[config.mk]
export PLATFORM = sky130hd
export DESIGN_NAME = cvt_serial_port
export DESIGN_NICKNAME = d
export VERILOG_FILES = /design/src/rtl/cvt_port_pkg.sv /design/src/rtl/cvt_line_sync.sv /design/src/rtl/cvt_word_hold.sv /design/src/rtl/cvt_shift_ctrl.sv /design/src/rtl/cvt_serial_port.sv
export SDC_FILE = /design/constraint.sdc
export NUM_CORES = 1
export LEC_CHECK = 0
export ABC_CLOCK_PERIOD_IN_PS = 2500
export CORE_MARGIN = 5
export CORE_UTILIZATION = 52
export DETAILED_ROUTE_END_ITERATION = 12
export GPL_TIMING_DRIVEN = 1
export MAX_ROUTING_LAYER = met4
export PLACE_DENSITY = 0.78
export SLEW_MARGIN = 0
export SYNTH_ARGS = -nofsm -noshare
export SYNTH_HDL_FRONTEND = slang
export SYNTH_SLANG_ARGS = --single-unit
[constraint.sdc]
create_clock -name clk -period 2.5 [get_ports clk]
set_clock_uncertainty 0.05 [all_clocks]
set_input_delay 0.5 -clock clk [delete_from_list [all_inputs] [get_ports clk]]
set_output_delay 0.5 -clock clk [all_outputs]
set_load 0.02 [all_outputs]
[src/rtl/cvt_port_pkg.sv]
package cvt_port_pkg;

    typedef enum logic [2:0] {
        ST_IDLE,
        ST_GRAB,
        ST_WAIT_WORD,
        ST_PRESENT,
        ST_SHIFT
    } port_st_t;

endpackage

[src/rtl/cvt_line_sync.sv]
// Multi-stage synchroniser for one asynchronous control pin.
module cvt_line_sync #(
    parameter int   STAGES  = 2,
    parameter logic RST_VAL = 1'b0
) (
    input  logic clk,
    input  logic rst_n,
    input  logic pin,
    output logic lvl
);
    logic [STAGES-1:0] chain;

    always_ff @(posedge clk or negedge rst_n) begin
        if (!rst_n) begin
            chain <= {STAGES{RST_VAL}};
        end else begin
            chain <= {chain[STAGES-2:0], pin};
        end
    end

    assign lvl = chain[STAGES-1];
endmodule

[src/rtl/cvt_word_hold.sv]
// Holding register with reload gating and the ready flag.
module cvt_word_hold #(
    parameter int W = 16
) (
    input  logic         clk,
    input  logic         rst_n,
    input  logic         conv_done,
    input  logic [W-1:0] conv_word,
    input  logic         sel_s,
    input  logic         take,
    output logic [W-1:0] word,
    output logic         valid
);
    logic load_ok;

    // Reload only when emptied or deselected.
    assign load_ok = conv_done && (!valid || sel_s);

    always_ff @(posedge clk or negedge rst_n) begin
        if (!rst_n) begin
            word  <= '0;
            valid <= 1'b0;
        end else if (load_ok) begin
            word  <= conv_word;
            valid <= 1'b1;
        end else if (take) begin
            valid <= 1'b0;
        end
    end
endmodule

[src/rtl/cvt_shift_ctrl.sv]
// Bus takeover, arming and bit sequencing.
module cvt_shift_ctrl
    import cvt_port_pkg::*;
#(
    parameter int W           = 16,
    parameter int GRAB_MARGIN = 3
) (
    input  logic         clk,
    input  logic         rst_n,
    input  logic         sel_s,
    input  logic         sclk_s,
    input  logic         word_valid,
    input  logic [W-1:0] word,
    output logic         take,
    output logic         sdo,
    output logic         sdo_oe
);
    localparam int GRAB_CYC = 2 + GRAB_MARGIN;
    localparam int CNT_W    = $clog2(GRAB_CYC + 1);
    localparam int IDX_W    = $clog2(W);

    port_st_t         st, nxt;
    logic [CNT_W-1:0] grab_cnt;
    logic [IDX_W-1:0] bit_idx;
    logic             sclk_prev;
    logic             sclk_rise, sclk_fall, grab_done, last_bit;

    assign sclk_rise = sclk_s && !sclk_prev;
    assign sclk_fall = !sclk_s && sclk_prev;
    assign grab_done = (grab_cnt == CNT_W'(GRAB_CYC - 1));
    assign last_bit  = (bit_idx == '0);

    // Next-state logic.
    always_comb begin
        nxt = st;
        unique case (st)
            ST_IDLE:      if (!sel_s) nxt = ST_GRAB;
            ST_GRAB: begin
                if (sel_s)          nxt = ST_IDLE;
                else if (grab_done) nxt = word_valid ? ST_PRESENT : ST_WAIT_WORD;
            end
            ST_WAIT_WORD: begin
                if (sel_s)           nxt = ST_IDLE;
                else if (word_valid) nxt = ST_PRESENT;
            end
            ST_PRESENT: begin
                if (sel_s)          nxt = ST_IDLE;
                else if (sclk_rise) nxt = ST_SHIFT;
            end
            ST_SHIFT: begin
                if (sel_s)                      nxt = ST_IDLE;
                else if (sclk_fall && last_bit) nxt = ST_WAIT_WORD;
            end
            default:      nxt = ST_IDLE;
        endcase
    end

    // State register with its counters.
    always_ff @(posedge clk or negedge rst_n) begin
        if (!rst_n) begin
            st        <= ST_IDLE;
            grab_cnt  <= '0;
            bit_idx   <= IDX_W'(W - 1);
            sclk_prev <= 1'b0;
        end else begin
            st        <= nxt;
            sclk_prev <= sclk_s;
            grab_cnt  <= (st == ST_GRAB) ? grab_cnt + 1'b1 : '0;
            if (st != ST_SHIFT) begin
                bit_idx <= IDX_W'(W - 1);
            end else if (sclk_fall) begin
                bit_idx <= bit_idx - 1'b1;
            end
        end
    end

    // Outputs.
    always_comb begin
        sdo_oe = 1'b0;
        take   = 1'b0;
        unique case (st)
            ST_PRESENT: sdo_oe = 1'b1;
            ST_SHIFT: begin
                sdo_oe = 1'b1;
                take   = !sel_s && sclk_fall && last_bit;
            end
            default: ;
        endcase
        sdo = sdo_oe ? word[bit_idx] : 1'b0;
    end
endmodule

[src/rtl/cvt_serial_port.sv]
module cvt_serial_port #(
    parameter int W           = 16,
    parameter int SYNC_STAGES = 2,
    parameter int GRAB_MARGIN = 3
) (
    input  logic         clk,
    input  logic         rst_n,
    input  logic         conv_done,
    input  logic [W-1:0] conv_word,
    input  logic         sel_n,
    input  logic         sclk,
    output logic         sdo,
    output logic         sdo_oe,
    output logic         rdy_n
);
    logic         sel_s, sclk_s, take, valid;
    logic [W-1:0] hold_word;

    cvt_line_sync #(.STAGES(SYNC_STAGES), .RST_VAL(1'b1)) u_sel_sync (
        .clk(clk), .rst_n(rst_n), .pin(sel_n), .lvl(sel_s)
    );

    cvt_line_sync #(.STAGES(SYNC_STAGES), .RST_VAL(1'b0)) u_sclk_sync (
        .clk(clk), .rst_n(rst_n), .pin(sclk), .lvl(sclk_s)
    );

    cvt_word_hold #(.W(W)) u_hold (
        .clk(clk), .rst_n(rst_n), .conv_done(conv_done), .conv_word(conv_word),
        .sel_s(sel_s), .take(take), .word(hold_word), .valid(valid)
    );

    cvt_shift_ctrl #(.W(W), .GRAB_MARGIN(GRAB_MARGIN)) u_ctrl (
        .clk(clk), .rst_n(rst_n), .sel_s(sel_s), .sclk_s(sclk_s),
        .word_valid(valid), .word(hold_word), .take(take),
        .sdo(sdo), .sdo_oe(sdo_oe)
    );

    assign rdy_n = !valid;
endmodule

# After elaboration in Yosys (flattened, before gate mapping)
# Index checks and enable logic that the tools add are counted.
[word_totals] output_inout_bits=3 ff_bits=32 input_bits=21
[classes] muxes=21 reduce_logical=17 n_addsub=2 eq_ne=11 magnitude_cmp=1
[ops] operator="$mux 3" count=10
[ops] operator="$pmux 3 s5" count=1
[ops] operator="$ne 3x2->1 const B" count=3
[ops] operator="$mux 4" count=2
[ops] operator="$mux 1" count=7
[ops] operator="$eq 3x2->1 const B" count=2
[ops] operator="$eq 3x3->1 const B" count=2
[ops] operator="$logic_and 1x1->1" count=6
[ops] operator="$ne 3x3->1 const B" count=2
[ops] operator="$lt 4x5->1 const B" count=1
[ops] operator="$reduce_and 5->1" count=1
[ops] operator="$bmux 1 s4" count=1
[ops] operator="$logic_not 1->1" count=4
[ops] operator="$logic_not 4->1" count=1
[ops] operator="$reduce_bool 2->1" count=2
[ops] operator="$sub 4x1->4 const B" count=1
[ops] operator="$add 3x1->3 const B" count=1
[ops] operator="$eq 3x1->1 const B" count=1
[ops] operator="$logic_not 3->1" count=1
[ops] operator="$ne 2x2->1 const B" count=1
[ops] operator="$reduce_or 2->1" count=1
[ops] operator="$logic_or 1x1->1" count=1

# Longest topological paths before layout
[logic_depth] depth_word=7 ltp_mapped=7

# Hierarchy
# From an unflattened synthesis, not the netlist that was laid out.
[hier_totals] hier_cells=114 hier_area_um2=1512.7
[by_module_without_submodules] module="cvt_shift_ctrl" area_per_inst_um2=721.9 instances=1 cells_per_inst=72 seq_area_each_um2=280.3
[by_module_without_submodules] module="cvt_word_hold" area_per_inst_um2=684.4 instances=1 cells_per_inst=37 seq_area_each_um2=425.4
[by_module_without_submodules] module="cvt_line_sync (u_sel_sync)" area_per_inst_um2=52.6 instances=1 cells_per_inst=2 seq_area_each_um2=52.6
[by_module_without_submodules] module="cvt_line_sync (u_sclk_sync)" area_per_inst_um2=50.0 instances=1 cells_per_inst=2 seq_area_each_um2=50.0
[by_module_without_submodules] module="cvt_serial_port" area_per_inst_um2=3.8 instances=1 cells_per_inst=1 seq_area_each_um2=0.0

# Worst setup path after synthesis
# OpenSTA, ideal clock, no wires.
[synth_timing] path_type="register to output" from="reg u_ctrl.bit_idx[3]" to="out sdo" arrival_time_ns=1.690 path_stages_with_launch=6 path_buffers=1 setup_slack_ns=0.260 path_cell_list="dfstp_2 buf_2 mux2i_1 nand3_1 o21ai_0 o41ai_1"
[synth_between] elab_chain_cells=3
[synth_lines] item="start, declared" line_no="cvt_shift_ctrl.sv:24" rtl="logic [IDX_W-1:0] bit_idx;"
[synth_lines] item="start signal, assigned" line_no="cvt_shift_ctrl.sv:63" rtl="bit_idx <= IDX_W'(W - 1);"
[synth_lines] item="start signal, assigned" line_no="cvt_shift_ctrl.sv:70" rtl="bit_idx <= IDX_W'(W - 1);"
[synth_lines] item="start signal, assigned" line_no="cvt_shift_ctrl.sv:72" rtl="bit_idx <= bit_idx - 1'b1;"
[synth_lines] item="$bmux 1 s4" line_no="cvt_shift_ctrl.sv:89" rtl="sdo = sdo_oe ? word[bit_idx] : 1'b0;"
[synth_lines] item="$mux 1 (not written as such)" line_no="cvt_shift_ctrl.sv:89"
[synth_lines] item="$mux 1" line_no="cvt_shift_ctrl.sv:89"
[synth_lines] item="end, declared" line_no="cvt_serial_port.sv:12" rtl="output logic sdo,"
# Every way passes these cells. The select of a mux whose other input is x is not followed.

# Final worst setup path
# Same ends and word-level chain as after synthesis.

==> impl_metrics.json <==
{
  "synthFlopType": "dfrtp_1",
  "grt_pass1_wl_mm": 4.740,
  "status": "finished, violations left",
  "synthAdderAreaFrac_pct": 3.344,
  "period_minus_slack_ps": 2526,
  "critical_path.slowest_cell": "dfstp_2",
  "fin_crit_sh_pct": 101.1,
  "violations": "negative setup slack",
  "firstDrtPassIters": 4,
  "antenna_found_initial": 0,
  "grt_overflow": 0,
  "hold_class": "flop to flop",
  "syn_area_per_cell_um2": 12.90,
  "htreeDepth": 2,
  "clock_sinks": 32,
  "critical_path.max_stage_delay_ps": 570,
  "syn-num-nets": 141,
  "routabilityCongestion": 0.8024,
  "syn2layout_area_growth_pct": 26.92,
  "first_global_vias": 1060,
  "path_max_fanout": 6,
  "wirelength_mm": 2.935,
  "grt_setup_unrepaired": "yes",
  "path_clk_slew_ps": 90,
  "hold_ws_ps": 304.9,
  "route.detailed.drc": 0,
  "synth_top_family_by_area": "multiplexers",
  "clkLatencyLatePin_ps": 330,
  "hold_viol_final": 0,
  "design_area_mm2": 0.001899,
  "numPortBuffers": 23,
  "worst_setup_path_start_kind": "flop",
  "ant_nets": 0,
  "cp-end-kind": "output pin",
  "slew_viol_final": 0,
  "fillers": 219,
  "crit_chain": "buf_4, nor2b_1, a2111oi_2, or4_1, o41ai_2, buf_4",
  "pre_cts_slack_ps": -84.95,
  "synthDistinctLibCells": 36,
  "worst_pin_slew_ps": 793.6,
  "vias": 1009,
  "routedWlPerCell_um": 15.86,
  "clockBufferDepth": 2,
  "required_ps": 1950,
  "die_x_um": 63.65,
  "grt_use_total_pct": 15.53,
  "setup_viol": 1,
  "synthSimpleGateAreaFrac_pct": 11.87,
  "boundaryPins": 24,
  "power_density_mw_per_mm2": 587.3,
  "initialDrtViolationCount": 28,
  "synth.mux.area_fraction_pct": 16.97,
  "die_height_um": 63.65,
  "slew-limit-headroom_pct": 47.08,
  "dp_hpwl_mm": 2.079,
  "cts_root_buf": "clkbuf_4",
  "grt_max_degree": 33,
  "vdd_drop_max_v": 0.0004982,
  "syn_area_mm2": 0.001496,
  "worst_hold_path.num_cells": 0,
  "dpl_cell_area_mm2": 0.001808,
  "vias_per_cell": 5.454,
  "ys_ff_latch": 32,
  "ys_warn_count": 0,
  "holdBufCountCts": 0,
  "numCtsBuffers": 5,
  "worst_path_most_repeated_cell": "buf_4",
  "start_util_pct": 54.26,
  "async_flop_share_pct": 100.0,
  "core_mm2": 0.002758,
  "drv_cap": 0,
  "layout-drive-gt1-share_pct": 32.47,
  "ys_seq_area_share_pct": 54.01,
  "fmax_ghz": 0.3958,
  "worst_ep_arrival_time_ps": 1980,
  "n_antenna_cell": 0,
  "synth_cells": 116,
  "layout.nets": 178,
  "cts_tree": "done",
  "rows": 19,
  "synth-edff-count": 0,
  "die_area_mm2": 0.004051,
  "setup_ws_ps": -26.43,
  "r2r_cells": 6,
  "critPathKind": "flop to output pin",
  "synth-compound-area-share_pct": 7.274,
  "synth_xor_area_share_pct": 2.341,
  "total_leakage_power_nw": 0.8440
}
power by group:
part           total (W)  internal [W]  leakage (nW)  switching, W
combinational   0.000137     0.0000876         0.427     0.0000491
sequential      0.000597      0.000567         0.375     0.0000297
clock           0.000382      0.000209        0.0422      0.000172
what timing repair did:
action	4_1_cts	5_1_grt
resized for setup	6	5
setup endpoints to repair	1	1
hold endpoints to repair	0	0
setup buffers	0	1
critical path, delay by kind of cell (launching register included):
| family | cells | cell delay, ps |
|---|---|---|
| buffers and inverters | 2 | 340 |
| AND/OR/NAND/NOR | 2 | 260 |
| flip-flops | 1 | 570 |
| AO/OA/AOI/OAI | 2 | 470 |
synth_stat cells, types with 2 or more instances:
cell type,number,share of area (%)
nand3_1,2,0.67
nand2_1,5,1.3
a21oi_1,3,1.0
mux2_2,17,13
a31oi_1,2,0.84
buf_6,2,1.5
nor3_1,3,1.0
a2111oi_0,2,1.2
ha_1,4,3.3
nor2b_1,3,1.3
mux4_1,2,3.5
buf_2,2,0.67
or2b_1,2,1.0
dfrtp_1,26,43
inv_1,8,2.0
nor2_1,5,1.3
dfstp_2,6,11
xnor2_1,4,2.3
state kept, by name, summed over array words and instances, names as in the netlist:
name               count
u_ctrl.bit_idx         4
u_ctrl.sclk_prev       1
u_hold.word           16
u_sel_sync.chain       2
u_ctrl.st              3
u_hold.valid           1
u_ctrl.grab_cnt        3
u_sclk_sync.chain      2
layout make-up:
cell class | count | area, um2 | share of cell area (%)
sequential | 32 | 808.3 | 42.56
multi-input combinational | 72 | 635.6 | 33.47
timing repair buffer | 34 | 310.3 | 16.34
clock buffer | 6 | 41.29 | 2.174
tap | 31 | 38.79 | 2.042
clock inverter | 2 | 35.03 | 1.845
inverter | 8 | 30.03 | 1.581
path summary, 6_finish.rpt:
kind	startpoint	end	slack, ps
setup / recovery	u_ctrl.bit_idx[3]	sdo	-30
hold / removal	u_sclk_sync.chain[0]	u_sclk_sync.chain[1]	300
setup reg to reg	u_ctrl.bit_idx[1]	u_ctrl.st[1]	700
hold reg to reg	u_sclk_sync.chain[0]	u_sclk_sync.chain[1]	300
max in group asynchronous	rst_n	u_sel_sync.chain[1]	1570
min in group asynchronous	rst_n	u_ctrl.st[2]	490
layout by cell type, fill, tap and decap left out, types with 2 or more instances in the layout:
cell type / synthesis / routed
nand2_1: 5 / 5
inv_1: 8 / 8
nor2b_1: 3 / 3
dfstp_2: 6 / 6
a31oi_1: 2 / 2
ha_1: 4 / 4
xnor2_1: 4 / 4
clkbuf_4: 0 / 5
nand3_1: 2 / 2
mux2_2: 17 / 17
or2b_1: 2 / 2
nor3_1: 3 / 3
clkdlybuf4s50_1: 0 / 22
dfrtp_1: 26 / 26
a21oi_1: 3 / 3
buf_4: 0 / 12
nor2_1: 5 / 5
kinds of logic (layout without fill, tap and decap cells):
logic type,count (synthesis),after routing
simple gates,29,29
mux,20,20
compound gates,15,15
flops,32,32
fa+ha+maj,4,4
xor+xnor,4,4
buf+inv,12,50
routing by layer:
layer	GRT usage, %	up-vias	share of wire (%)
met3	5.861	7	5.1
met2	24.75	29	51
met4	5.455	0	2.4
li1	-	491	-
met5	-	-	0
met1	17.89	482	42
through the flow:
stage | utilization [%] | cells | TNS, ps | total power, W
floorplan | - | 116 | 0 | 0.0006738
detailed placement | 65.56 | 176 | -84.95 | 0.0007423
finish | 68.87 | 185 | -26.43 | 0.001116
global route | 68.87 | 185 | -204.7 | 0.001168
CTS | 68.19 | 184 | -3.993 | 0.001124
global placement | 65.56 | 176 | -70.03 | 0.0007321
Note: power is estimated with default switching activity, not from simulation.
